### src/rtl/nvb_pkg.sv
package nvb_pkg;
  typedef enum logic [1:0] {
    SRC_NONE  = 2'd0,
    SRC_HOST  = 2'd1,
    SRC_WIPER = 2'd2
  } nv_src_e;

  function automatic nv_src_e pick_src(input logic wr, input logic xfer);
    if (wr)        return SRC_HOST;
    else if (xfer) return SRC_WIPER;
    else           return SRC_NONE;
  endfunction
endpackage

### src/rtl/nvb_arm.sv
module nvb_arm #(
  parameter int unsigned DATA_W = 6,
  parameter int unsigned SEL_W  = 2
) (
  input  logic              clk_i,
  input  logic              rst_ni,
  input  logic              cs_ni,
  input  logic              wp_ni,
  input  logic              busy_i,
  input  logic              wr_req_i,
  input  logic              xfer_req_i,
  input  logic [SEL_W-1:0]  sel_i,
  input  logic [DATA_W-1:0] wr_data_i,
  input  logic [DATA_W-1:0] wiper_i,
  output logic              pend_o,
  output logic              cs_rise_o,
  output logic [SEL_W-1:0]  pend_sel_o,
  output logic [DATA_W-1:0] pend_data_o
);
  import nvb_pkg::*;

  logic    cs_q;
  logic    accept;
  nv_src_e src;

  assign src       = pick_src(wr_req_i, xfer_req_i);
  assign cs_rise_o = cs_ni & ~cs_q;
  assign accept    = ~cs_ni & wp_ni & ~busy_i & (src != SRC_NONE);

  always_ff @(posedge clk_i or negedge rst_ni) begin
    if (!rst_ni) begin
      cs_q        <= 1'b1;
      pend_o      <= 1'b0;
      pend_sel_o  <= '0;
      pend_data_o <= '0;
    end else begin
      cs_q <= cs_ni;
      if (cs_rise_o) begin
        pend_o <= 1'b0;
      end else if (accept) begin
        pend_o      <= 1'b1;
        pend_sel_o  <= sel_i;
        pend_data_o <= (src == SRC_HOST) ? wr_data_i : wiper_i;
      end
    end
  end
endmodule

### src/rtl/nvb_timer.sv
module nvb_timer #(
  parameter int unsigned WR_CYCLES = 5
) (
  input  logic clk_i,
  input  logic rst_ni,
  input  logic start_i,
  output logic busy_o,
  output logic done_o
);
  localparam int unsigned CNT_W = (WR_CYCLES < 2) ? 1 : $clog2(WR_CYCLES);
  localparam logic [CNT_W-1:0] CNT_LOAD = CNT_W'(WR_CYCLES - 1);

  logic [CNT_W-1:0] cnt_q;

  assign done_o = busy_o && (cnt_q == '0);

  always_ff @(posedge clk_i or negedge rst_ni) begin
    if (!rst_ni) begin
      busy_o <= 1'b0;
      cnt_q  <= '0;
    end else if (start_i && !busy_o) begin
      busy_o <= 1'b1;
      cnt_q  <= CNT_LOAD;
    end else if (done_o) begin
      busy_o <= 1'b0;
    end else if (busy_o) begin
      cnt_q <= cnt_q - 1'b1;
    end
  end
endmodule

### src/rtl/nvb_store.sv
module nvb_store #(
  parameter int unsigned DATA_W   = 6,
  parameter int unsigned NUM_REGS = 4,
  localparam int unsigned SEL_W   = $clog2(NUM_REGS)
) (
  input  logic                       clk_i,
  input  logic                       rst_ni,
  input  logic                       we_i,
  input  logic [SEL_W-1:0]           wsel_i,
  input  logic [DATA_W-1:0]          wdata_i,
  input  logic [SEL_W-1:0]           rsel_i,
  output logic [DATA_W-1:0]          rdata_o,
  output logic [DATA_W-1:0]          reg0_o,
  output logic [DATA_W*NUM_REGS-1:0] flat_o
);
  logic [DATA_W-1:0] mem [NUM_REGS];

  for (genvar i = 0; i < NUM_REGS; i++) begin : g_cell
    always_ff @(posedge clk_i or negedge rst_ni) begin
      if (!rst_ni)                               mem[i] <= '0;
      else if (we_i && (wsel_i == SEL_W'(i)))    mem[i] <= wdata_i;
    end
    assign flat_o[i*DATA_W +: DATA_W] = mem[i];
  end

  assign rdata_o = mem[rsel_i];
  assign reg0_o  = mem[0];
endmodule

### src/rtl/nvreg_bank.sv
module nvreg_bank #(
  parameter int unsigned DATA_W    = 6,
  parameter int unsigned NUM_REGS  = 4,
  parameter int unsigned WR_CYCLES = 5,
  localparam int unsigned SEL_W    = $clog2(NUM_REGS)
) (
  input  logic              clk_i,
  input  logic              rst_ni,
  input  logic              cs_ni,
  input  logic              wp_ni,
  input  logic              wr_req_i,
  input  logic              xfer_req_i,
  input  logic [SEL_W-1:0]  sel_i,
  input  logic [DATA_W-1:0] wr_data_i,
  input  logic [DATA_W-1:0] wiper_i,
  input  logic [SEL_W-1:0]  rd_sel_i,
  output logic [DATA_W-1:0] rd_data_o,
  output logic [DATA_W-1:0] recall_o,
  output logic              busy_o
);
  logic                       pend;
  logic                       cs_rise;
  logic                       done;
  logic [SEL_W-1:0]           pend_sel;
  logic [DATA_W-1:0]          pend_data;
  logic [DATA_W*NUM_REGS-1:0] mem_flat;

  nvb_arm #(.DATA_W(DATA_W), .SEL_W(SEL_W)) u_arm (
    .clk_i, .rst_ni, .cs_ni, .wp_ni,
    .busy_i(busy_o), .wr_req_i, .xfer_req_i, .sel_i, .wr_data_i, .wiper_i,
    .pend_o(pend), .cs_rise_o(cs_rise), .pend_sel_o(pend_sel), .pend_data_o(pend_data)
  );

  nvb_timer #(.WR_CYCLES(WR_CYCLES)) u_timer (
    .clk_i, .rst_ni,
    .start_i(cs_rise & pend), .busy_o(busy_o), .done_o(done)
  );

  nvb_store #(.DATA_W(DATA_W), .NUM_REGS(NUM_REGS)) u_store (
    .clk_i, .rst_ni,
    .we_i(done), .wsel_i(pend_sel), .wdata_i(pend_data),
    .rsel_i(rd_sel_i), .rdata_o(rd_data_o), .reg0_o(recall_o), .flat_o(mem_flat)
  );
endmodule

### config.mk
export PLATFORM = sky130hd
export DESIGN_NAME = nvreg_bank
export DESIGN_NICKNAME = d
export VERILOG_FILES = /design/src/rtl/nvb_pkg.sv /design/src/rtl/nvb_arm.sv /design/src/rtl/nvb_timer.sv /design/src/rtl/nvb_store.sv /design/src/rtl/nvreg_bank.sv
export SDC_FILE = /design/constraint.sdc
export NUM_CORES = 1
export LEC_CHECK = 0
export BUFFER_PORTS_ARGS = -buffer_cell sky130_fd_sc_hd__clkbuf_2
export CAP_MARGIN = 20
export CORE_ASPECT_RATIO = 0.8
export CORE_MARGIN = 5
export CORE_UTILIZATION = 40
export CTS_BUF_LIST = sky130_fd_sc_hd__clkbuf_16
export CTS_CLUSTER_DIAMETER = 50
export DETAILED_ROUTE_END_ITERATION = 12
export PLACE_DENSITY_LB_ADDON = 0.2
export SYNTH_ARGS = -nofsm -noshare
export SYNTH_HDL_FRONTEND = slang
export SYNTH_HIERARCHICAL = 1
export SYNTH_SLANG_ARGS = --single-unit
### constraint.sdc
create_clock -name clk_i -period 4.22 [get_ports clk_i]
set_input_delay 0.633 -clock clk_i [delete_from_list [all_inputs] [get_ports clk_i]]
set_output_delay 0.633 -clock clk_i [all_outputs]
set_load 0.01 [all_outputs]
==> impl.org <==
** Clock network
- Clock latency on the worst-skew pair, taken at its later pin, is 280 ps.
- Count of instances resized after the clock tree is built :: 0
- Level count of the clock H-tree :: 2
- CTS root buffer :: clkbuf_16
- Number of clock sinks :: 38
- TritonCTS built the clock tree.
- Buffers inserted during clock tree synthesis total 5.
- The longest clock path from root to sink contains 2 buffers.
- The number of setup buffers added after CTS is 0.
- The number of hold buffers added after CTS was 0.
- After clock tree synthesis, the clock-pin slew on the worst setup and hold paths is ~60 ps.

** Final layout
- The post-route netlist has roughly 62% of its cells at a drive strength greater than 1.
- The area growth from synthesis to layout is 17.7%.
- Number of antenna diodes :: 0
- Post-layout nets :: ~170
- End-of-flow core utilization :: 49.6%

** Power
- Dividing total power by cell area gives a power density of 664 nW/um^2.
- Leakage power :: 1.01 nW
- Power share of the combinational group :: 29.7%
- Share of total power in the clock network :: 24.7%
- Cell internal power was estimated by the tool at 980 uW.
- Switching share of power :: a little under a third
- The analysis attributes to net switching a power of about 420 uW.
- VDD sags by at most 0.228 mV.
- In this run, flip-flops and latches consume between 40% and 50% of the power.

** STA
- Setup violations remaining at the end of the flow were counted as 0.
- In this run the tightest slew margin relative to its limit is between 30% and 40%.
- The worst path uses 51.9% of the clock period.
- Setup Skew :: about 6.8 ps
- Worst-Margin Slew :: between 900 and 1000 ps
- Max-slew violation total from the final report :: 0
- The worst path in the final design needs a cycle of 2190 ps, including I/O delays and setup.
- The count of endpoints failing hold in the final timing report is 0.
- Unrepaired setup endpoints after global routing :: no
- Timing-limited maximum frequency :: about 460 MHz
- For the final routed database, the setup TNS stands at 0 ps.

** Detailed routing
- The count of nets left with antenna violations once routing finished came out at 0.
- Wire length reported by the detailed router :: roughly 3300 um
- In the routed design, unresolved DRC markers number 0.
- After the first detailed-routing iteration, the DRC count stood at 22.
- Vias post-DR :: just over 1000
- In the final routed layout, each cell accounts on average for 15.7 um.
- Number of optimization iterations in the first detailed-route pass :: 4
- Using the TritonRoute via totals, the vias-per-cell ratio works out to ~5.0.

** Synthesis
- Of the post-synthesis cell area, the dominant cell type holds 51.6%.
- By count the netlist is led by 38 x mux2_2, 37 x dfrtp_1, 6 x buf_4, 6 x mux4_2, 4 x inv_1.
- After synthesis the cells add up to 1790 sq um.
- Fraction of the yosys area taken by sequential cells :: a little over half
- In this run, synthesis produced a sequential element count of 38.
- In the post-synthesis netlist, the cell with the most instances is mux2_2.
- dfrtp_1 takes more of the synthesized area than any other cell.
- Number of warning messages in the yosys log :: 6
- Synthesis produced a netlist with a net count of 140.
- Synth async-reset ratio :: 100%
- Count of flip-flops with a built-in enable after synthesis :: 0
- Main flop type after synthesis :: dfrtp_1
- Synthesized instance count :: around 120
- Yosys cell types :: 27
- Synth area leaders :: dfrtp_1 52%, mux2_2 24%, mux4_2 7.5%, buf_4 2.5%, dfstp_2 1.5%
- Average cell area after synthesis :: between 15 and 20 sq um

** Floorplan
- In this run the count of I/O pins placed on the die edge is 35.
- Die Width :: roughly 85 um
- Die ar. :: just under 6000 sq um
- In this run the vertical extent of the chip is ~70 um.
- The core region is roughly 4300 sq um.
- For this configuration, the core starts out at a cell density of a little over two fifths.
- FP Rows :: 21

** Global routing
- Entering global routing, the biggest net connects 39 pins.
- For this run, global-route usage on met1 was measured as approximately 16%.
- In this run the most used layer during global routing was met2.
- Wire length of the first global-routing pass :: approximately 5600 um
- For this run, global-route usage on met2 was measured as between 10% and 20%.
- Met3 Track Usage GR :: ~3.5%
- In the global route stage, overall resource usage came out at between 10% and 20%.
- The via count of the first global-routing pass was around 1100.
- The number of antenna violations at the first check in global routing came to 0.
- Total gr overflow :: 0

** Critical path
- Arrival time of data at the critical path endpoint :: approximately 1600 ps
- The setup path with the least slack is of type input pin to output port.
- CP endpoint kind :: output port
- Data on the critical path is required at its endpoint by between 3000 and 4000 ps.
- Largest fanout on the critical path :: 6
- Flop-to-flop setup slack :: 2250 ps
- The worst setup path is launched from an input pin.

** Placement
- Buffers placed on the I/O ports in this run total 34.
- Post-detailed-placement half-perimeter wirelength :: about 2300 um
- The congestion estimate from routability-driven global placement came to 0.732.

** Job
- Across the run, the number of max-cap violations was 0.

** Status
- The flow ran to the end, and the final reports show no timing, DRC or antenna violations.

** Worst hold path
- The worst hold path belongs to the class input pin to asynchronous set/reset pin.
-- flip-flops by register name (all words and copies together), names as in the netlist --
register and count:
u_arm/pend_sel_o 2, u_timer/busy_o 1, u_arm/pend_data_o 6, u_arm/cs_q 1
u_timer/cnt_q 3, u_arm/pend_o 1, u_store/reg0_o 6, u_store/flat_o 18
-- cell usage in the layout (no fill, tap or decap), types with 2 or more instances in the layout --
cell	Yosys	final
clkbuf_16	0	5
inv_1	4	5
clkbuf_2	0	34
dfrtp_1	37	37
ha_1	2	2
mux4_2	6	6
nand3b_2	2	2
nor2_1	2	2
mux2_2	38	38
-- final cells by class --
| type | count | area (sq um) |
|---|---|---|
| Clock inverter | 3 | 12.5 |
| Sequential cell | 38 | 952 |
| Inverter | 4 | 15.0 |
| Fill cell | 401 | 2150 |
| Clock buffer | 5 | 125 |
| Multi-Input combinational cell | 66 | 764 |
| Timing Repair Buffer | 34 | 170 |
| Tap cell | 57 | 71.3 |
-- power groups by stage --
stage / clock, mW / sequential, mW / combinational (mW)
after global routing: 0.367 / 0.669 / 0.456
after global placement: 0 / 0.641 / 0.407
final: 0.346 / 0.640 / 0.417
after floorplan: 0 / 0.614 / 0.349
after CTS: 0.355 / 0.644 / 0.424
after detailed placement: 0 / 0.650 / 0.421
-- metrics by stage --
step	std cells	area [sq um]	setup slack (ps)	total power, mW	hold slack, ps
6_report	207	2110	2030	1.40	487
4_1_cts	207	2110	2000	1.42	484
3_5_place_dp	199	1970	2000	1.07	486
3_3_place_gp	199	1970	2000	1.05	482
5_1_grt	207	2110	1970	1.49	500
2_1_floorplan	116	1790	2210	0.963	337
-- worst max-delay path, cell delays in order --
cell and delay, ps:
clkbuf_2 230, mux4_2 540, clkbuf_2 150
-- path summary, 6_finish.rpt --
path	start	endpoint	cells after the start
worst min register to register	u_arm/pend_o	u_arm/pend_o	1
max in group asynchronous	rst_ni	u_store/flat_o[7]	1
min in group clk_i	cs_ni	u_arm/cs_q	1
worst max register to register	u_timer/cnt_q[0]	u_store/reg0_o[3]	6
worst min-delay path	rst_ni	u_timer/busy_o	1
worst max-delay path	rd_sel_i[0]	rd_data_o[4]	3
-- routing by layer --
layer / vias up / share of wire [%]
li1: 493 / -
met1: 509 / 44
met2: 25 / 50
met3: 2 / 4.8
met4: 0 / 0.43
met5: - / 0
-- cells by family (layout without fill, tap and decap cells) --
kind of cell | count (synthesis) | after routing | synth area share, %
adders and majority gates | 2 | 2 | 1.40
muxes | 45 | 45 | 32.0
buffers and inverters | 12 | 46 | 4.26
and+or+nand+nor | 14 | 14 | 7.12
AOI/OAI and AO/OA | 5 | 5 | 2.16
DFF | 38 | 38 | 53.1
Note: power is estimated with default switching activity, not from simulation.
